### src/rtl/npc_pkg.sv
package npc_pkg;

  localparam int unsigned XLEN       = 32;
  localparam int unsigned REG_IDX_W  = 5;
  localparam int unsigned OPC_W      = 6;
  localparam int unsigned FUNCT_W    = 6;
  localparam int unsigned IMM_W      = 16;
  localparam int unsigned JIDX_W     = 26;
  localparam int unsigned INSN_BYTES = 4;
  localparam int unsigned WORD_SHIFT = 2;
  localparam int unsigned REGION_W   = XLEN - JIDX_W - WORD_SHIFT;

  // Major opcode and function codes that alter the flow of control.
  localparam logic [OPC_W-1:0]   OPC_RFMT = 6'h00;
  localparam logic [OPC_W-1:0]   OPC_JMP  = 6'h02;
  localparam logic [OPC_W-1:0]   OPC_JAL  = 6'h03;
  localparam logic [OPC_W-1:0]   OPC_BEQ  = 6'h04;
  localparam logic [OPC_W-1:0]   OPC_BNE  = 6'h05;
  localparam logic [FUNCT_W-1:0] FN_JR    = 6'h08;
  localparam logic [FUNCT_W-1:0] FN_JALR  = 6'h09;

  typedef enum logic [2:0] {
    CF_SEQ  = 3'd0,
    CF_BEQ  = 3'd1,
    CF_BNE  = 3'd2,
    CF_JMP  = 3'd3,
    CF_JAL  = 3'd4,
    CF_JR   = 3'd5,
    CF_JALR = 3'd6
  } cf_kind_e;

  typedef enum logic [1:0] {
    SRC_SEQ = 2'd0,
    SRC_BR  = 2'd1,
    SRC_ABS = 2'd2,
    SRC_REG = 2'd3
  } pc_src_e;

  typedef enum logic [1:0] {
    LDST_NONE = 2'd0,
    LDST_FIX  = 2'd1,
    LDST_RD   = 2'd2
  } link_dst_e;

  typedef struct packed {
    cf_kind_e  kind;
    logic      is_branch;
    pc_src_e   fixed_src;
    link_dst_e link_dst;
  } cf_ctrl_t;

endpackage

### src/rtl/npc_rst_sync.sv
module npc_rst_sync #(
  parameter int unsigned STAGES = 2
) (
  input  logic clk,
  input  logic rst_n,
  output logic run
);

  localparam int unsigned LAST = STAGES - 1;

  logic [STAGES-1:0] sync_q;
  logic [STAGES-1:0] sync_d;

  generate
    if (STAGES == 1) begin : g_single
      always_comb begin
        sync_d = 1'b1;
      end
    end else begin : g_chain
      always_comb begin
        sync_d = {sync_q[STAGES-2:0], 1'b1};
      end
    end
  endgenerate

  always_ff @(posedge clk or negedge rst_n) begin
    if (!rst_n) begin
      sync_q <= '0;
    end else begin
      sync_q <= sync_d;
    end
  end

  assign run = sync_q[LAST];

endmodule

### src/rtl/npc_decode.sv
module npc_decode
  import npc_pkg::*;
(
  input  logic [OPC_W-1:0]   opcode,
  input  logic [FUNCT_W-1:0] funct,
  output cf_ctrl_t           ctrl
);

  always_comb begin
    ctrl.kind      = CF_SEQ;
    ctrl.is_branch = 1'b0;
    ctrl.fixed_src = SRC_SEQ;
    ctrl.link_dst  = LDST_NONE;
    case (opcode)
      OPC_BEQ: begin
        ctrl.kind      = CF_BEQ;
        ctrl.is_branch = 1'b1;
      end
      OPC_BNE: begin
        ctrl.kind      = CF_BNE;
        ctrl.is_branch = 1'b1;
      end
      OPC_JMP: begin
        ctrl.kind      = CF_JMP;
        ctrl.fixed_src = SRC_ABS;
      end
      OPC_JAL: begin
        ctrl.kind      = CF_JAL;
        ctrl.fixed_src = SRC_ABS;
        ctrl.link_dst  = LDST_FIX;
      end
      OPC_RFMT: begin
        case (funct)
          FN_JR: begin
            ctrl.kind      = CF_JR;
            ctrl.fixed_src = SRC_REG;
          end
          FN_JALR: begin
            ctrl.kind      = CF_JALR;
            ctrl.fixed_src = SRC_REG;
            ctrl.link_dst  = LDST_RD;
          end
          default: begin
            ctrl.kind = CF_SEQ;
          end
        endcase
      end
      default: begin
        ctrl.kind = CF_SEQ;
      end
    endcase
  end

endmodule

### src/rtl/npc_target.sv
module npc_target
  import npc_pkg::*;
(
  input  logic [XLEN-1:0]   pc_cur,
  input  logic [JIDX_W-1:0] low_field,
  input  logic [XLEN-1:0]   reg_tgt,
  input  logic              eq_flag,
  input  cf_ctrl_t          ctrl,
  output logic [XLEN-1:0]   pc_nxt,
  output logic [XLEN-1:0]   ret_addr
);

  localparam int unsigned SEXT_W = XLEN - IMM_W - WORD_SHIFT;
  localparam logic [XLEN-1:0] STEP     = XLEN'(INSN_BYTES);
  localparam logic [XLEN-1:0] RET_STEP = XLEN'(2 * INSN_BYTES);

  logic [XLEN-1:0] seq_addr;
  logic [XLEN-1:0] br_disp;
  logic [XLEN-1:0] br_addr;
  logic [XLEN-1:0] abs_addr;
  logic [IMM_W-1:0] imm;
  logic            take_br;
  pc_src_e         src;

  assign imm = low_field[IMM_W-1:0];

  always_comb begin
    seq_addr = pc_cur + STEP;
    br_disp  = {{SEXT_W{imm[IMM_W-1]}}, imm, {WORD_SHIFT{1'b0}}};
    br_addr  = seq_addr + br_disp;
    abs_addr = {pc_cur[XLEN-1 -: REGION_W], low_field, {WORD_SHIFT{1'b0}}};
    ret_addr = pc_cur + RET_STEP;
  end

  always_comb begin
    take_br = 1'b0;
    if (ctrl.is_branch) begin
      take_br = (ctrl.kind == CF_BEQ) ? eq_flag : !eq_flag;
    end
  end

  always_comb begin
    src = ctrl.fixed_src;
    if (take_br) begin
      src = SRC_BR;
    end
  end

  always_comb begin
    case (src)
      SRC_BR:  pc_nxt = br_addr;
      SRC_ABS: pc_nxt = abs_addr;
      SRC_REG: pc_nxt = reg_tgt;
      default: pc_nxt = seq_addr;
    endcase
  end

endmodule

### src/rtl/npc_unit.sv
module npc_unit
  import npc_pkg::*;
#(
  parameter logic [XLEN-1:0]      RESET_PC     = '0,
  parameter int unsigned          SYNC_STAGES  = 2,
  parameter logic [REG_IDX_W-1:0] LINK_REG_FIX = 5'd31
) (
  input  logic                 clk,
  input  logic                 rst_n,
  input  logic [XLEN-1:0]      instr,
  input  logic                 rs_eq,
  input  logic [XLEN-1:0]      rs_val,
  output logic [XLEN-1:0]      pc,
  output logic                 link_we,
  output logic [REG_IDX_W-1:0] link_reg,
  output logic [XLEN-1:0]      link_data
);

  localparam int unsigned OPC_LSB = XLEN - OPC_W;
  localparam int unsigned RD_LSB  = 11;

  logic            run;
  logic            pc_en;
  cf_ctrl_t        ctrl;
  logic [XLEN-1:0] pc_q;
  logic [XLEN-1:0] pc_d;
  logic [XLEN-1:0] ret_addr;

  npc_rst_sync #(
    .STAGES (SYNC_STAGES)
  ) u_rst_sync (
    .clk   (clk),
    .rst_n (rst_n),
    .run   (run)
  );

  npc_decode u_decode (
    .opcode (instr[OPC_LSB +: OPC_W]),
    .funct  (instr[FUNCT_W-1:0]),
    .ctrl   (ctrl)
  );

  npc_target u_target (
    .pc_cur    (pc_q),
    .low_field (instr[JIDX_W-1:0]),
    .reg_tgt   (rs_val),
    .eq_flag   (rs_eq),
    .ctrl      (ctrl),
    .pc_nxt    (pc_d),
    .ret_addr  (ret_addr)
  );

  assign pc_en = run;

  always_ff @(posedge clk or negedge run) begin
    if (!run) begin
      pc_q <= RESET_PC;
    end else if (pc_en) begin
      pc_q <= pc_d;
    end
  end

  always_comb begin
    link_we  = 1'b0;
    link_reg = '0;
    if (run) begin
      case (ctrl.link_dst)
        LDST_FIX: begin
          link_we  = 1'b1;
          link_reg = LINK_REG_FIX;
        end
        LDST_RD: begin
          link_we  = 1'b1;
          link_reg = instr[RD_LSB +: REG_IDX_W];
        end
        default: begin
          link_we  = 1'b0;
          link_reg = '0;
        end
      endcase
    end
  end

  assign pc        = pc_q;
  assign link_data = ret_addr;

endmodule

### config.mk
export PLATFORM = sky130hd
export DESIGN_NAME = npc_unit
export DESIGN_NICKNAME = d
export VERILOG_FILES = /design/src/rtl/npc_pkg.sv /design/src/rtl/npc_rst_sync.sv /design/src/rtl/npc_decode.sv /design/src/rtl/npc_target.sv /design/src/rtl/npc_unit.sv
export SDC_FILE = /design/constraint.sdc
export NUM_CORES = 1
export LEC_CHECK = 0
export BUFFER_PORTS_ARGS = -buffer_cell sky130_fd_sc_hd__buf_2
export CORE_MARGIN = 5
export CORE_UTILIZATION = 31
export DETAILED_ROUTE_END_ITERATION = 8
export PLACE_DENSITY = 0.55
export SLEW_MARGIN = 10
export SYNTH_ARGS = -nofsm -noshare
export SYNTH_HDL_FRONTEND = slang
export SYNTH_SLANG_ARGS = --single-unit
### constraint.sdc
create_clock -name clk -period 3.15 [get_ports clk]
set_clock_uncertainty 0.1 [all_clocks]
set_input_delay 0.315 -clock clk [delete_from_list [all_inputs] [get_ports clk]]
set_output_delay 0.315 -clock clk [all_outputs]
set_load 0.02 [all_outputs]
# Word-level counts from Yosys, hierarchy flattened
# Index checks and enable logic that the tools add are counted.
# Widths: inputs -> output; s select.
[totals] inputBits=67 wordCells=41 romBits=0 ramBits=0 register_bits=34 mem_count=0 latch_bits=0 out_inout_bits=70
[op_classes] mux=15 addsub=3 div_mod_pow=0 n_eq_ne=12 shift=0 bitwise_logic=1 n_reduce_logical=7 n_lt_le_gt_ge=0 n_mul=0
[op_table] operator="$pmux 32 s3" count=1
[op_table] operator="$add 32x3->32 const B" count=1
[op_table] operator="$add 32x32->32" count=1
[op_table] operator="$add 32x4->32 const B" count=1
[op_table] operator="$pmux 3 s5" count=1
[op_table] operator="$eq 6x2->1 const B" count=2
[op_table] operator="$eq 6x3->1 const B" count=2
[op_table] operator="$eq 6x4->1 const B" count=2
[op_table] operator="$pmux 5 s2" count=1
[op_table] operator="$pmux 2 s2" count=2
[op_table] operator="$reduce_or 2->1" count=4
[op_table] operator="$eq 2x2->1 const B" count=3
[op_table] operator="$logic_not 6->1" count=1
[op_table] operator="$mux 2" count=3
[op_table] operator="$pmux 3 s2" count=1
[op_table] operator="$mux 1" count=5
[op_table] operator="$mux 5" count=1
[op_table] operator="$eq 2x1->1 const B" count=2
[op_table] operator="$eq 3x1->1 const B" count=1
[op_table] operator="$reduce_and 2->1" count=1
[op_table] operator="$logic_not 1->1" count=1
[op_table] operator="$not 1->1" count=1

# Logic depth before layout (Yosys ltp)
# Gate-level depths: netlist (run 1).
[depth] word_depth=10 ltp_mapped=18 mapped_depth_nobuf=18

# Modules after synthesis
# A second synthesis (run 1) with hierarchy kept.
[unflattened] hier_cells=691 hier_area_um2=5406.4
[by_module_without_submodules] module="npc_target" n_inst=1 cells_each=581 seq_area_each_um2=0.0 area_each_um2=3771.1
[by_module_without_submodules] module="npc_unit" n_inst=1 cells_each=84 seq_area_each_um2=800.8 area_each_um2=1430.1
[by_module_without_submodules] module="npc_decode" n_inst=1 cells_each=23 seq_area_each_um2=0.0 area_each_um2=151.4
[by_module_without_submodules] module="npc_rst_sync" n_inst=1 cells_each=3 seq_area_each_um2=50.0 area_each_um2=53.8

# Worst setup path before layout (run 1)
# No wires, ideal clock.
[synth_timing] path_type="register to register" from="register pc_q[4] (netlist: pc[4])" to="register pc_q[31] (netlist: pc[31])" period_less_slack_ns=4.173 arrival_ns=3.942 t_required_ns=2.919 setup_time_ns=0.131 path_buffers=0 path_stages_with_launch=19 path_slack_ns=-1.023 path_cell_list="dfrtp_1 -> ha_1 -> nand2_1 -> nor3_1 -> and3_1 -> and3_1 -> nand2_1 -> nor2_1 -> xor2_1 -> ha_1 -> a21oi_1 -> a21boi_0 -> o311ai_1 -> nand2_1 -> a2111oi_2 -> o31ai_1 -> a31oi_1 -> xnor2_1 -> o22ai_1"
[synth_between] elab_chain_cells=3
[synth_lines] item="start, declared" line="npc_unit.sv:25" rtl="logic [XLEN-1:0] pc_q;"
[synth_lines] item="start signal, assigned" line="npc_unit.sv:59" rtl="pc_q <= pc_d;"
[synth_lines] item="$add 32x3->32 *" line="npc_target.sv:28" rtl="seq_addr = pc_cur + STEP;"
[synth_lines] item="$add 32x32->32" line="npc_target.sv:30" rtl="br_addr = seq_addr + br_disp;"
[synth_lines] item="$pmux 32 s3 *" line="npc_target.sv:50" rtl="case (src)"
# Mark *: on every way between the ends. The rest lies on a longest branch, timed or not.
# A chain may end at the register's enable or synchronous reset.

# Worst setup path after layout (run 1)
[layout_timing] from="register pc_q[3] (netlist: pc[3])" to="register pc_q[31] (netlist: pc[31])"
# Same word-level chain as after synthesis.

==> impl_metrics.ini, run 1 <==
[placement]
place.gp.congestion = 0.959
dp_slack_ns = -0.487
hpwl_mm = 15.1
port_buffers = 136
postPlaceCellArea_um2 = 6670

[synth]
syn_avg_cell_area_um2 = 7.55
syn_nets = 720
synthFlopType = dfrtp_1
syn_inst = 615
yosysWarnings = 0
synth.distinct_cells = 68
synthesis.area_um2 = 4650
synth_seq_cells = 34
yosysSeqAreaShare_pct = 18.3
postSynth.asyncResetShare_pct = 100
synth_edf_count = 0

[clock_network]
clk_path_buf_depth = 2
cts-root-buf = clkbuf_16
numCtsBuffers = 5
clock_latency_ns = 0.29
tritoncts = done
htreeDepth = 2
clock_sink_count = 34
cts.clk_slew.worst_paths_ns = 0.06

[floorplan]
die-area_um2 = 17500
die_h_um = 132
io_pins = 137
die_w_um = 132
core_area_um2 = 14600
rows = 44
initial_core_util_pct = 31.8

[drt]
first_pass_iters = 6
drt-total-wl_mm = 19.7
remaining_drc_errors = 0
avgRoutedWirePerCell_um = 18.2
via_per_inst = 5.48
dr_total_vias = 5931
drt_iter0_drc = 335
ant_nets = 0

[timing]
min_period_ns = 3.54
fmax_mhz = 282
report.final.hold_viol_count = 0
drv_slew = 0
rsz0062_at_grt = true
setup-tns-final_ns = -3.72
holdWs_ns = 0.171
setup_viol = 15
maxSlewHeadroom_pct = 35.1
fin_crit_sh_pct = 112
tightest_slew_ns = 0.973
fin_ws_ns = -0.391

[critical_path]
r2r_end = pc[31]$_DFFE_PN0P_
cp-end-kind = flip-flop
path_class = reg2reg
rr_startpoint = pc[3]$_DFFE_PN0P_
rr_worst_depth = 18
cp_data_arrival_time_ns = 3.60
crit_start = pc[3]$_DFFE_PN0P_
critPathMaxStageDelay_ns = 0.42
cp_max_fo = 4
cp.required_ns = 3.21
slowest_stage = dfrtp_2
rrSetupSlack_ns = -0.39
crit_path_start_kind = flip-flop
crit_path_cell_trace = ha_4 > nand2_4 > nor3_4 > and3_4 > and3_4 > nand2_4 > nor2_4 > xor2_1 > ha_1 > a21oi_2 > a21boi_2 > o311ai_2 > nand2_1 > a2111oi_4 > o31ai_2 > a31oi_1 > xnor2_1 > o22ai_1

[finish]
final_common_cell = buf_4
nets = 1003
area_delta_synth_final_pct = 62.6
layout_common_cells = buf_4, buf_2, nand2_1
final_util_pct = 51.8
drive_above_1_share_pct = 47.1
fin_area_um2 = 7550
diodes = 0

[pwr]
p_leak_nw = 3.51
peakVddDrop_mv = 0.478
p_per_area_nw_per_um2 = 701

[global_routing]
antenna_found_initial = 0
overflow = 0
grtUsageTotal_pct = 21.6
grt_pass1_wl_mm = 31.4
grt_max_degree = 54
grt_pass1_vias = 6216

[worst_hold_path]
hp-class = reg2async

[status]
status = finished, violations left
violations = negative setup slack

[flow_run]
drv_cap = 0
==> per-stage QoR <==
stage	power (mW)	std cells
2_1_floorplan	2.86	615
3_3_place_gp	4.17	1042
3_5_place_dp	4.22	1042
4_1_cts	5.07	1075
5_1_grt	5.63	1083
6_report	5.30	1083
==> layout make-up <==
cell class / count / area, um2
sequential: 34 / 865
tap: 184 / 230
timing repair buffer: 318 / 2130
fill: 1389 / 7030
multi-input combinational: 525 / 4130
inverter: 14 / 52.6
clock buffer: 7 / 143
clock inverter: 1 / 5.00
==> sequential cells by signal, indices dropped and copies added (netlist names) <==
register           flops
u_rst_sync.sync_q      2
pc                    32
==> layer usage <==
metal / GRT usage, % / wire [um]
met2: 37.5 / 9780
met5: 0 / 0
met4: 6.11 / 382
met1: 27.9 / 8470
met3: 2.92 / 1110
==> worst max path at each step <==
stage | to | slack (ns) | cells after the start
2_1_floorplan | pc[31]$_DFFE_PN0P_ | -0.35 | 18
3_3_place_gp | pc[31]$_DFFE_PN0P_ | -0.45 | 17
3_5_place_dp | pc[31]$_DFFE_PN0P_ | -0.49 | 17
4_1_cts | pc[31]$_DFFE_PN0P_ | -0.40 | 18
5_1_grt | pc[31]$_DFFE_PN0P_ | -0.57 | 18
6_report | pc[31]$_DFFE_PN0P_ | -0.39 | 18
==> cell usage after synthesis, types with 15 or more instances <==
cell type   n  area (um2)
ha_1       37         463
dfrtp_1    34         851
xnor2_1    47         412
nand3_1    23         115
nand4_1    15        93.8
a221oi_1   18         158
nor2_1     56         210
o21ai_0    35         175
a21oi_1    45         225
clkbuf_1   25        93.8
xor2_1     34         298
nand2_1    72         270
==> where the power goes <==
group,internal [mW],switching (mW),leakage (nW),total [mW]
logic,1.94,2.12,3.05,4.06
registers,0.570,0.142,0.386,0.712
clock network,0.315,0.214,0.0739,0.528
==> critical path, delay by kind of cell (launching register included) <==
kind                     cells  cell delay, ns
AO/OA/AOI/OAI                7            1.23
XOR/XNOR                     2            0.31
adder cells (fa/ha/maj)      2            0.47
flip-flops                   1            0.42
AND/OR/NAND/NOR              7            0.88
==> cells by family after synthesis <==
kind of cell	synth area share, %
and+or+nand+nor	23.6
DFF	18.3
AOI/OAI and AO/OA	27.1
other	0.0807
adders and majority gates	10.4
xor gates and xnor gates	15.3
buffers and inverters	5.17
==> timing repair <==
item | CTS | global route
hold buffers | 1 | 0
resized for setup | 48 | 45
gates cloned | 0 | 0
endpoints found under the setup margin | 17 | 20
pin swaps | 59 | 54
setup buffers | 24 | 10
hold endpoints to repair | 2 | 0
(Power assumes the default switching activity.)
==> run 2: changes to the inputs <==
--- a/config.mk
+++ b/config.mk
@@ -9,8 +9,9 @@
 export CORE_MARGIN = 5
 export CORE_UTILIZATION = 31
 export DETAILED_ROUTE_END_ITERATION = 8
-export PLACE_DENSITY = 0.55
+export PLACE_DENSITY = 0.54
 export SLEW_MARGIN = 10
 export SYNTH_ARGS = -nofsm -noshare
 export SYNTH_HDL_FRONTEND = slang
+export SYNTH_HIERARCHICAL = 1
 export SYNTH_SLANG_ARGS = --single-unit
==> run 2 against run 1 <==
  * Highest routed layer unchanged
  * Die area grew 15%
  * Largest cell class unchanged
  * Critical endpoint is now pc[28]$_DFFE_PN0P_
  * First-iteration DRC count rose by 27%
  * Clock-buffer cell count is the same
  * Critical path depth up 2
  * Via count is 7.4% higher
  * Power grew 74%
  * The flow still finishes with violations (negative setup slack)
  * Sequential share of layout area shrank 2.0 points
  * Flip-flop and latch count did not move
  * Setup slack worse by 0.63 ns
  * Clock power down 6.8%
  * Critical path type unchanged
==> impl_metrics.ini, run 2 <==
[clock_network]
clock_sink_count = 34
cts-root-buf = clkbuf_16
tritoncts = done
clock_latency_ns = 0.28
numCtsBuffers = 5
cts.clk_slew.worst_paths_ns = 0.06
htreeDepth = 2
clk_path_buf_depth = 2

[synth]
synth-simple-area-share_pct = 21.8
yosysWarnings = 6
postSynth.asyncResetShare_pct = 100
synthesis.area_um2 = 5410
synth.distinct_cells = 74
syn_avg_cell_area_um2 = 7.82
yosys.cell_count.top_type = nand2_1
synth_compound_area_share_pct = 22.8
yosys.area_share.adder_pct = 9.16
yosys-top-cells-area = dfrtp_1, ha_1, xnor2_1, mux2_4, nand2_1
synth_top_area_cell = dfrtp_1
synth-xor-area-share_pct = 13.3
synthMuxAreaShare_pct = 11.0
yosysSeqAreaShare_pct = 15.7
synth_top_family_by_area = compound AO/OA/AOI/OAI gates
syn_nets = 797
synth_top_area_share_pct = 15.7
syn_inst = 691
synth_common_cells = nand2_1, nor2_1, xnor2_1, a21oi_1, o21ai_0
synthFlopType = dfrtp_1
synth_seq_cells = 34
synth_edf_count = 0

[placement]
dp_cells = 1204
place.gp.congestion = 0.906
dp_slack_ns = -0.979
port_buffers = 136
hpwl_mm = 17.1

[floorplan]
rows = 48
die_w_um = 142
io_pins = 137
initial_core_util_pct = 31.5
core_area_um2 = 17200
die-area_um2 = 20200
die_h_um = 142

[drt]
drt-total-wl_mm = 22.4
drt_iter0_drc = 426
dr_total_vias = 6370
ant_nets = 0
avgRoutedWirePerCell_um = 17.9
via_per_inst = 5.11
first_pass_iters = 5
remaining_drc_errors = 0

[timing]
setup_viol = 24
min_period_ns = 4.18
drv_slew = 0
rsz0062_at_grt = true
report.final.hold_viol_count = 0
fmax_mhz = 239
fin_ws_ns = -1.03
fin_crit_sh_pct = 133
tightest_slew_ns = 0.594
maxSlewHeadroom_pct = 60.4
holdWs_ns = 0.239

[critical_path]
rr_startpoint = pc[3]$_DFFE_PN0P_
cp.required_ns = 3.27
rr_worst_depth = 20
crit_start = pc[3]$_DFFE_PN0P_
path_class = reg2reg
cp-end-kind = flip-flop
cp_max_fo = 6
rrSetupSlack_ns = -1.03
cp_data_arrival_time_ns = 4.30
r2r_end = pc[28]$_DFFE_PN0P_
crit_path_start_kind = flip-flop

[finish]
nets = 1126
final_cells = 1246
layout_common_cells = buf_4, buf_2, nand2_1
diodes = 0
area_delta_synth_final_pct = 69.0
drive_above_1_share_pct = 53.1
final_common_cell = buf_4
final_util_pct = 53.2
largest_reg_flops = 32

[pwr]
peakVddDrop_mv = 0.540
power.net_switching_mw = 4.30
switching_share_pct = 46.8
clkPwrFrac_pct = 5.3
power_frac_comb_pct = 84.9
p_total_mw = 9.20
p_per_area_nw_per_um2 = 1010
power.internal_mw = 4.89
pwr-share-seq_pct = 9.7
p_leak_nw = 4.21

[status]
violations = negative setup slack
status = finished, violations left

[flow_run]
drv_cap = 0

[global_routing]
grt_pass1_vias = 6027
grt_max_degree = 46
grtUsageTotal_pct = 20.5
antenna_found_initial = 0
grt_pass1_wl_mm = 33.1
overflow = 0

[worst_hold_path]
hp-class = reg2async
[run 2: worst max path at each step]
stage	endpoint	slack (ns)	cells after the start
2_1_floorplan	pc[29]$_DFFE_PN0P_	-1.04	18
3_3_place_gp	pc[31]$_DFFE_PN0P_	-0.93	18
3_5_place_dp	pc[31]$_DFFE_PN0P_	-0.98	18
4_1_cts	pc[29]$_DFFE_PN0P_	-0.92	16
5_1_grt	pc[31]$_DFFE_PN0P_	-1.19	17
6_report	pc[28]$_DFFE_PN0P_	-1.03	20
[run 2: power groups by stage]
stage / Combinational [mW] / Sequential, mW / Clock [mW]
after detailed placement: 6.07 / 0.885 / 0
after global placement: 6.08 / 0.878 / 0
after global routing: 8.34 / 0.931 / 0.519
final: 7.81 / 0.894 / 0.492
after floorplan: 3.35 / 1.17 / 0
after CTS: 6.82 / 0.879 / 0.499
[run 2: layout make-up]
class,instances,area [um2]
repair buffers,366,2530
clock inverters,1,5.00
fillers,1593,8040
clock buffers,7,143
well taps,225,282
inverters,21,78.8
multi-input cells,592,5240
flip-flops and latches,34,861
[run 2: layer usage]
metal / global-route usage, % / vias to the layer above / wire length (um)
met5: 0 / - / 0
met4: 4.39 / 0 / 435
met3: 1.92 / 26 / 1270
met2: 33.4 / 211 / 10400
met1: 29.4 / 3005 / 10300
li1: - / 3128 / -
[run 2: stage by stage]
step | TNS, ns | cell area, um2
floorplan | -10.90 | 5540
global placement | -14.16 | 7750
detailed placement | -14.76 | 7750
CTS | -12.86 | 8520
global route | -18.22 | 9140
finish | -14.84 | 9140
[run 2: kinds of logic after synthesis]
logic type | count (synthesis)
compound gates | 182
xor+xnor | 82
fa+ha+maj | 39
buf+inv | 65
flops | 34
mux | 44
other cells | 1
simple gates | 244
[run 2: what timing repair did]
| action | in CTS | in global routing |
|---|---|---|
| pin swaps | 71 | 71 |
| hold buffers | 1 | 0 |
| hold endpoints to repair | 2 | 0 |
| buffers inserted | 16 | 22 |
| setup endpoints to repair | 25 | 26 |
| resized for setup | 90 | 69 |
[run 2: critical path, cell delays in order (launching register included)]
cell and delay [ns]:
dfrtp_2 0.39, ha_4 0.14, and3_4 0.18, and3_4 0.19, and4_4 0.23, and2_4 0.17
nand4_1 0.15, xnor2_2 0.19, ha_4 0.33, a21oi_4 0.07, buf_4 0.13, buf_6 0.10
buf_6 0.11, o21ai_4 0.19, o21bai_4 0.17, o41ai_4 0.12, o21ai_4 0.23, a311oi_4 0.13
or4_1 0.49, nand3b_1 0.13, mux2_4 0.15
